--- src/rtl/serial_add_pkg.sv ---
package serial_add_pkg;

    typedef enum logic {
        ST_IDLE = 1'b0,
        ST_RUN  = 1'b1
    } sadd_state_e;

endpackage

--- src/rtl/serial_digit_ripple.sv ---
module serial_digit_ripple #(
    parameter int DIGIT_W = 1
) (
    input  logic [DIGIT_W-1:0] x_i,
    input  logic [DIGIT_W-1:0] y_i,
    input  logic               cin_i,
    output logic [DIGIT_W-1:0] s_o,
    output logic               cout_o
);

    logic [DIGIT_W:0] chain;

    assign chain[0] = cin_i;

    for (genvar g = 0; g < DIGIT_W; g++) begin : g_bit
        assign s_o[g]       = x_i[g] ^ y_i[g] ^ chain[g];
        assign chain[g + 1] = (x_i[g] & y_i[g]) | (chain[g] & (x_i[g] ^ y_i[g]));
    end

    assign cout_o = chain[DIGIT_W];

endmodule

--- src/rtl/serial_word_ctrl.sv ---
module serial_word_ctrl
    import serial_add_pkg::*;
#(
    parameter int DIGIT_W = 1,
    parameter int WORD_W  = 8
) (
    input  logic        clk,
    input  logic        rst_n,
    input  logic        start_i,
    output sadd_state_e state_o,
    output logic        active_o
);

    localparam int NDIG  = WORD_W / DIGIT_W;
    localparam int CNT_W = (NDIG > 1) ? $clog2(NDIG) : 1;

    sadd_state_e state_q;
    sadd_state_e state_d;
    logic [CNT_W-1:0] pos_q;

    always_ff @(posedge clk or negedge rst_n) begin
        if (!rst_n) begin
            state_q <= ST_IDLE;
        end else begin
            state_q <= state_d;
        end
    end

    always_comb begin
        state_d = state_q;
        unique case (state_q)
            ST_IDLE: if (start_i) state_d = ST_RUN;
            ST_RUN:  state_d = ST_RUN;
            default: state_d = ST_IDLE;
        endcase
    end

    always_comb begin
        state_o  = state_q;
        active_o = start_i || (state_q == ST_RUN);
    end

    // pos_q holds the digit index expected in the coming cycle.
    always_ff @(posedge clk or negedge rst_n) begin
        if (!rst_n) begin
            pos_q <= '0;
        end else if (start_i) begin
            pos_q <= (NDIG > 1) ? CNT_W'(1) : '0;
        end else if (state_q == ST_RUN) begin
            pos_q <= (pos_q == CNT_W'(NDIG - 1)) ? '0 : CNT_W'(pos_q + 1'b1);
        end
    end

    // a pulse seen while running lands on the word boundary.
    a_r6_start_aligned: assert property (@(posedge clk) disable iff (!rst_n)
        (start_i && state_q == ST_RUN) |-> (pos_q == '0));

    // the running state is left only through reset.
    a_r7_run_sticky: assert property (@(posedge clk) disable iff (!rst_n)
        (state_q == ST_RUN) |=> (state_q == ST_RUN));

endmodule

--- src/rtl/serial_digit_adder.sv ---
module serial_digit_adder
    import serial_add_pkg::*;
#(
    parameter int DIGIT_W = 1,
    parameter int WORD_W  = 8
) (
    input  logic               clk,
    input  logic               rst_n,
    input  logic               start_i,
    input  logic [DIGIT_W-1:0] a_i,
    input  logic [DIGIT_W-1:0] b_i,
    output logic [DIGIT_W-1:0] sum_o,
    output logic               carry_o
);

    sadd_state_e       st;
    logic              active;
    logic              cin_sel;
    logic [DIGIT_W-1:0] dsum;
    logic              dcout;
    logic [DIGIT_W-1:0] sum_q;
    logic              carry_q;

    serial_word_ctrl #(
        .DIGIT_W (DIGIT_W),
        .WORD_W  (WORD_W)
    ) u_ctrl (
        .clk      (clk),
        .rst_n    (rst_n),
        .start_i  (start_i),
        .state_o  (st),
        .active_o (active)
    );

    // the start pulse replaces the stored carry with zero.
    assign cin_sel = start_i ? 1'b0 : carry_q;

    serial_digit_ripple #(
        .DIGIT_W (DIGIT_W)
    ) u_digit (
        .x_i    (a_i),
        .y_i    (b_i),
        .cin_i  (cin_sel),
        .s_o    (dsum),
        .cout_o (dcout)
    );

    always_ff @(posedge clk or negedge rst_n) begin
        if (!rst_n) begin
            sum_q   <= '0;
            carry_q <= 1'b0;
        end else if (active) begin
            sum_q   <= dsum;
            carry_q <= dcout;
        end else begin
            sum_q   <= '0;
            carry_q <= 1'b0;
        end
    end

    assign sum_o   = sum_q;
    assign carry_o = carry_q;

    a_r3_start_clears: assert property (@(posedge clk) disable iff (!rst_n)
        (start_i && a_i == '0 && b_i == '0) |=> (sum_o == '0 && !carry_o));

    a_r4_carry_passes: assert property (@(posedge clk) disable iff (!rst_n)
        (active && !start_i && a_i == '0 && b_i == '0)
        |=> (sum_o == DIGIT_W'($past(carry_o)) && !carry_o));

    a_r5_idle_quiet: assert property (@(posedge clk) disable iff (!rst_n)
        (st == ST_IDLE && !start_i) |=> (sum_o == '0 && !carry_o));

    a_r2_ones_carry: assert property (@(posedge clk) disable iff (!rst_n)
        (active && a_i == '1 && b_i == '1) |=> carry_o);

endmodule

--- config.mk ---
export PLATFORM = sky130hd
export DESIGN_NAME = serial_digit_adder
export DESIGN_NICKNAME = d
export VERILOG_FILES = /design/src/rtl/serial_add_pkg.sv /design/src/rtl/serial_digit_ripple.sv /design/src/rtl/serial_word_ctrl.sv /design/src/rtl/serial_digit_adder.sv
export SDC_FILE = /design/constraint.sdc
export NUM_CORES = 1
export LEC_CHECK = 0
export ABC_CLOCK_PERIOD_IN_PS = 1800
export CORE_AREA = 2 2 39 41
export DETAILED_ROUTE_END_ITERATION = 8
export DIE_AREA = 0 0 41 43
export MAX_ROUTING_LAYER = met4
export PLACE_DENSITY = 0.3
export SLEW_MARGIN = 5
export SYNTH_ARGS = -nofsm -noshare
export SYNTH_HDL_FRONTEND = slang
export SYNTH_SLANG_ARGS = --single-unit
--- constraint.sdc ---
create_clock -name clk -period 1.8 [get_ports clk]
set_clock_uncertainty 0.2 [all_clocks]
set_input_delay 0.54 -clock clk [delete_from_list [all_inputs] [get_ports clk]]
set_output_delay 0.54 -clock clk [all_outputs]
set_load 0.05 [all_outputs]
Word level (Yosys, flattened, before mapping)
Cells that the tools add are included.
Widths: inputs -> output; s select.
Word-level totals
  bits in registers: 3
  input port bits: 5
  output and inout port bits: 2
Operators by class
  mux-type cells: 5
  bitwise gates (word level): 6
  reductions and logical operators: 1
Operators by type and width (count)
  $mux 1: 4
  $and 1x1->1: 2
  $pmux 1 s2: 1
  $xor 1x1->1: 2
  $logic_or 1x1->1: 1
  $not 1->1: 1
  $or 1x1->1: 1

Depth between registers and ports, before layout
  depth in word-level cells: 4
  mapped depth: 3

Modules after synthesis
A second synthesis with hierarchy kept.
Unflattened totals
  cells, all modules: 8
  area total of the unflattened synthesis: 127.6 sq um
By module, submodules not included
  serial_digit_adder: instances 1, cells each 5, area an instance 76.3 sq um, sequential area each 50.0 sq um
  serial_word_ctrl: instances 1, cells each 2, area an instance 31.3 sq um, sequential area each 25.0 sq um
  serial_digit_ripple: instances 1, cells each 1, area an instance 20.0 sq um, sequential area each 0.0 sq um

Worst setup path before layout
Ideal clock, no wire load.
  kind: flip-flop to flip-flop
  start point: register carry_q (netlist: carry_o)
  end point: register sum_q (netlist: sum_o)
  setup time: 0.119 ns
  arrival time: 1.325 ns
  data required time: 1.481 ns
  slack: 0.156 ns
  stages on the path, launching flop included: 4
  buffers on the path: 0
  period minus slack after synthesis: 1.644 ns
  path through: dfrtp_1 nor2b_1 fa_1 o21a_1
On the way
  word-level cells in the longest chain between the ends: 3
Ends and longest elaborated chain
  start: declaration: RTL line serial_digit_adder.sv:22  | logic carry_q;
  start signal: assignment: RTL line serial_digit_adder.sv:54  | carry_q <= dcout;
  $mux 1: RTL line serial_digit_adder.sv:36  | assign cin_sel = start_i ? 1'b0 : carry_q;
  $xor 1x1->1: RTL line serial_digit_ripple.sv:16  | assign s_o[g] = x_i[g] ^ y_i[g] ^ chain[g];
  $mux 1: RTL line serial_digit_adder.sv:52  | end else if (active) begin
  end signal: assignment: RTL line serial_digit_adder.sv:53  | sum_q <= dsum;
  end: declaration: RTL line serial_digit_adder.sv:21  | logic [DIGIT_W-1:0] sum_q;
Every way passes these cells.

Worst setup path after layout
  start point: input port start_i
  end point: register sum_q (netlist: sum_o)
On the way
  word-level cells in the longest chain between the ends: 3
Ends and longest elaborated chain
  start: declaration: RTL line serial_digit_adder.sv:9  | input logic start_i,
  $mux 1: RTL line serial_digit_adder.sv:36
  $xor 1x1->1: RTL line serial_digit_ripple.sv:16
  $mux 1 *: RTL line serial_digit_adder.sv:52
Mark *: on every way between the ends. The rest lies on a longest branch, timed or not.

==> results <==
==> synthesized netlist by cell type <==
library cell / instances
o21a_1: 2
nor2b_1: 1
dfrtp_1: 3
fa_1: 1
or2_1: 1
==> flip-flops by register name (all words and copies together), names as in the netlist <==
name and cells:
carry_o 1, sum_o 1, u_ctrl.state_o 1
==> placed cells by master, fill, tap and decap left out <==
cell type	count
nor2b_1	1
buf_12	2
dfrtp_1	3
buf_4	1
clkdlybuf4s50_1	4
clkbuf_1	1
or2_1	1
clkbuf_4	3
o21a_1	2
fa_1	1
==> layout make-up <==
cell class	instances	area (sq um)
fill	151	1127
timing repair buffer	7	87.58
sequential	3	75.07
multi-input combinational	5	47.55
clock buffer	4	26.28
tap	16	20.02
==> cells by family after synthesis <==
family	share of synthesized area [%]
flip-flops	61.22
AND/OR/NAND/NOR	10.21
AO/OA/AOI/OAI	12.24
adder cells (fa/ha/maj)	16.33
==> where the power goes <==
| group | total, mW | switching (mW) | leakage (nW) | internal (mW) |
|---|---|---|---|---|
| Combinational | 0.0646 | 0.0293 | 0.0541 | 0.0352 |
| Sequential | 0.0780 | 0.00467 | 0.0330 | 0.0734 |
| Clock | 0.116 | 0.0332 | 0.0150 | 0.0830 |
| Total | 0.259 | 0.0672 | 0.102 | 0.192 |
==> layer usage <==
layer	part of all wire [%]	wire (um)	vias up	global-route usage (%)
li1	-	-	49	-
met1	39	105	49	4.886
met2	37	100	7	5.000
met3	23	62	0	8.377
met4	0	0	0	6.000
met5	0	0	-	-
==> per-stage QoR <==
stage	worst slack, ns	util (%)	hold slack [ns]	cells	total power [mW]
4_1_cts	0.04519	18.54	0.2826	35	0.2679
5_1_grt	0.001976	18.54	0.2849	35	0.2817
3_5_place_dp	-0.1930	16.64	0.2801	31	0.1446
2_1_floorplan	0.1565	-	0.04441	8	0.1030
6_report	0.05272	18.54	0.2905	35	0.2588
3_3_place_gp	-0.1825	16.64	0.2792	31	0.1453
==> worst paths after layout <==
path | slack (ns) | startpoint | to | depth (start not counted)
max | 0.05 | start_i | sum_o | 4
max in group asynchronous | 0.97 | rst_n | u_ctrl.state_o | 1
max reg2reg | 0.38 | carry_o | sum_o | 3
min | 0.29 | rst_n | carry_o | 1
min in group clk | 0.29 | u_ctrl.state_o | u_ctrl.state_o | 1
min reg2reg | 0.29 | u_ctrl.state_o | u_ctrl.state_o | 1
==> worst max-delay path, delay by kind of cell <==
family	cells	cell delay, ns
AOI/OAI and AO/OA	1	0.12
adders and majority gates	1	0.43
buffers and inverters	1	0.42
and+or+nand+nor	1	0.15
==> reports/results.txt <==
CP Cell Sequence: clkdlybuf4s50_1, nor2b_1, fa_1, o21a_1
design area: 256.5 sq um
post-DR wirelength/cell: 7.657 um
CTS Buf Count: 3
worst-margin pin slew: 0.1376 ns
Die W: 41 um
worst-path cell with the longest stage delay: fa_1
Worst Setup Start Kind: input pin
Crit Path Class: input pin to flop
ANT cells: 0
io pins: 7
Net Count, Synth: 14
initial drt markers: 0
Final Cycle Share: 97.07%
vias in the first global route: 120
area added between synthesis and finish: 109.2%
Max stage delay on crit path: 0.43 ns
Synth Register Bits: 3
Vias: 105
# DRC: 0
cells taking the most area after synthesis: dfrtp_1 (61%), fa_1 (16%), o21a_1 (12%)
share of cells above drive strength 1: 31.58%
Fmax: 572.3 MHz
worst-skew pair later-pin latency: 0.23 ns
synth unique cells: 5
Clock Sinks: 3
largest net degree at the start of global routing: 4
Seq/Total Area, Yosys: 61.22%
critical path endpoint category: flop
wirelength, routed: 268 um
post-DR vias/cell: 3.000
fin crit period: 1.747 ns
Chip Height: 43 um
MaxCap Viol Count: 0
post-synth top area share: 61.22%
Max-slew headroom: 90.80%
Tot GR Track Use: 5.785%
Synth Instances: 8
final number of hold-violating endpoints: 0
final-report max-slew violation count: 0
post-cts hold buffer count: 0
first drt pass iteration count: 1
DIE AREA: 1763 sq um
status: completed
mean area per synthesized cell: 15.33 sq um
Synth Cell Area: 122.6 sq um
H-tree depth: 1
P per Cell Area: 1009 nW/um^2
signal arrival time at the worst endpoint: 1.66 ns
fin nets: 26
remaining antenna violation count after routing: 0
Yosys warnings: 0
Synth area leader: dfrtp_1
Setup Buffers After CTS: 0
Site Rows: 14
clock transition at the registers of the reported paths: 0.04 ns
Max Buffers Root-to-Sink: 2
placed cell area: 230.2 sq um
CTS tree: yes
GRT overflow: 0
P_leak: 0.1021 nW
core area: 1384 sq um
Initial Utilization: 8.861%
first-pass GRT wire length: 517 um
Crit path required time: 1.71 ns
setup TNS: 0 ns
Root Driver: clkbuf_4
Worst Hold Class: input pin to asynchronous set/reset pin
port bufs: 6
worst-path fanout max: 2
RSZ-0062 raised after global routing: false
Peak VDD IR: 0.2787 mV
post_cts resized: 0
Final GP Congestion: 0.5499
# setup viols final: 0
initial antenna violation count: 0
(Power assumes the default switching activity.)
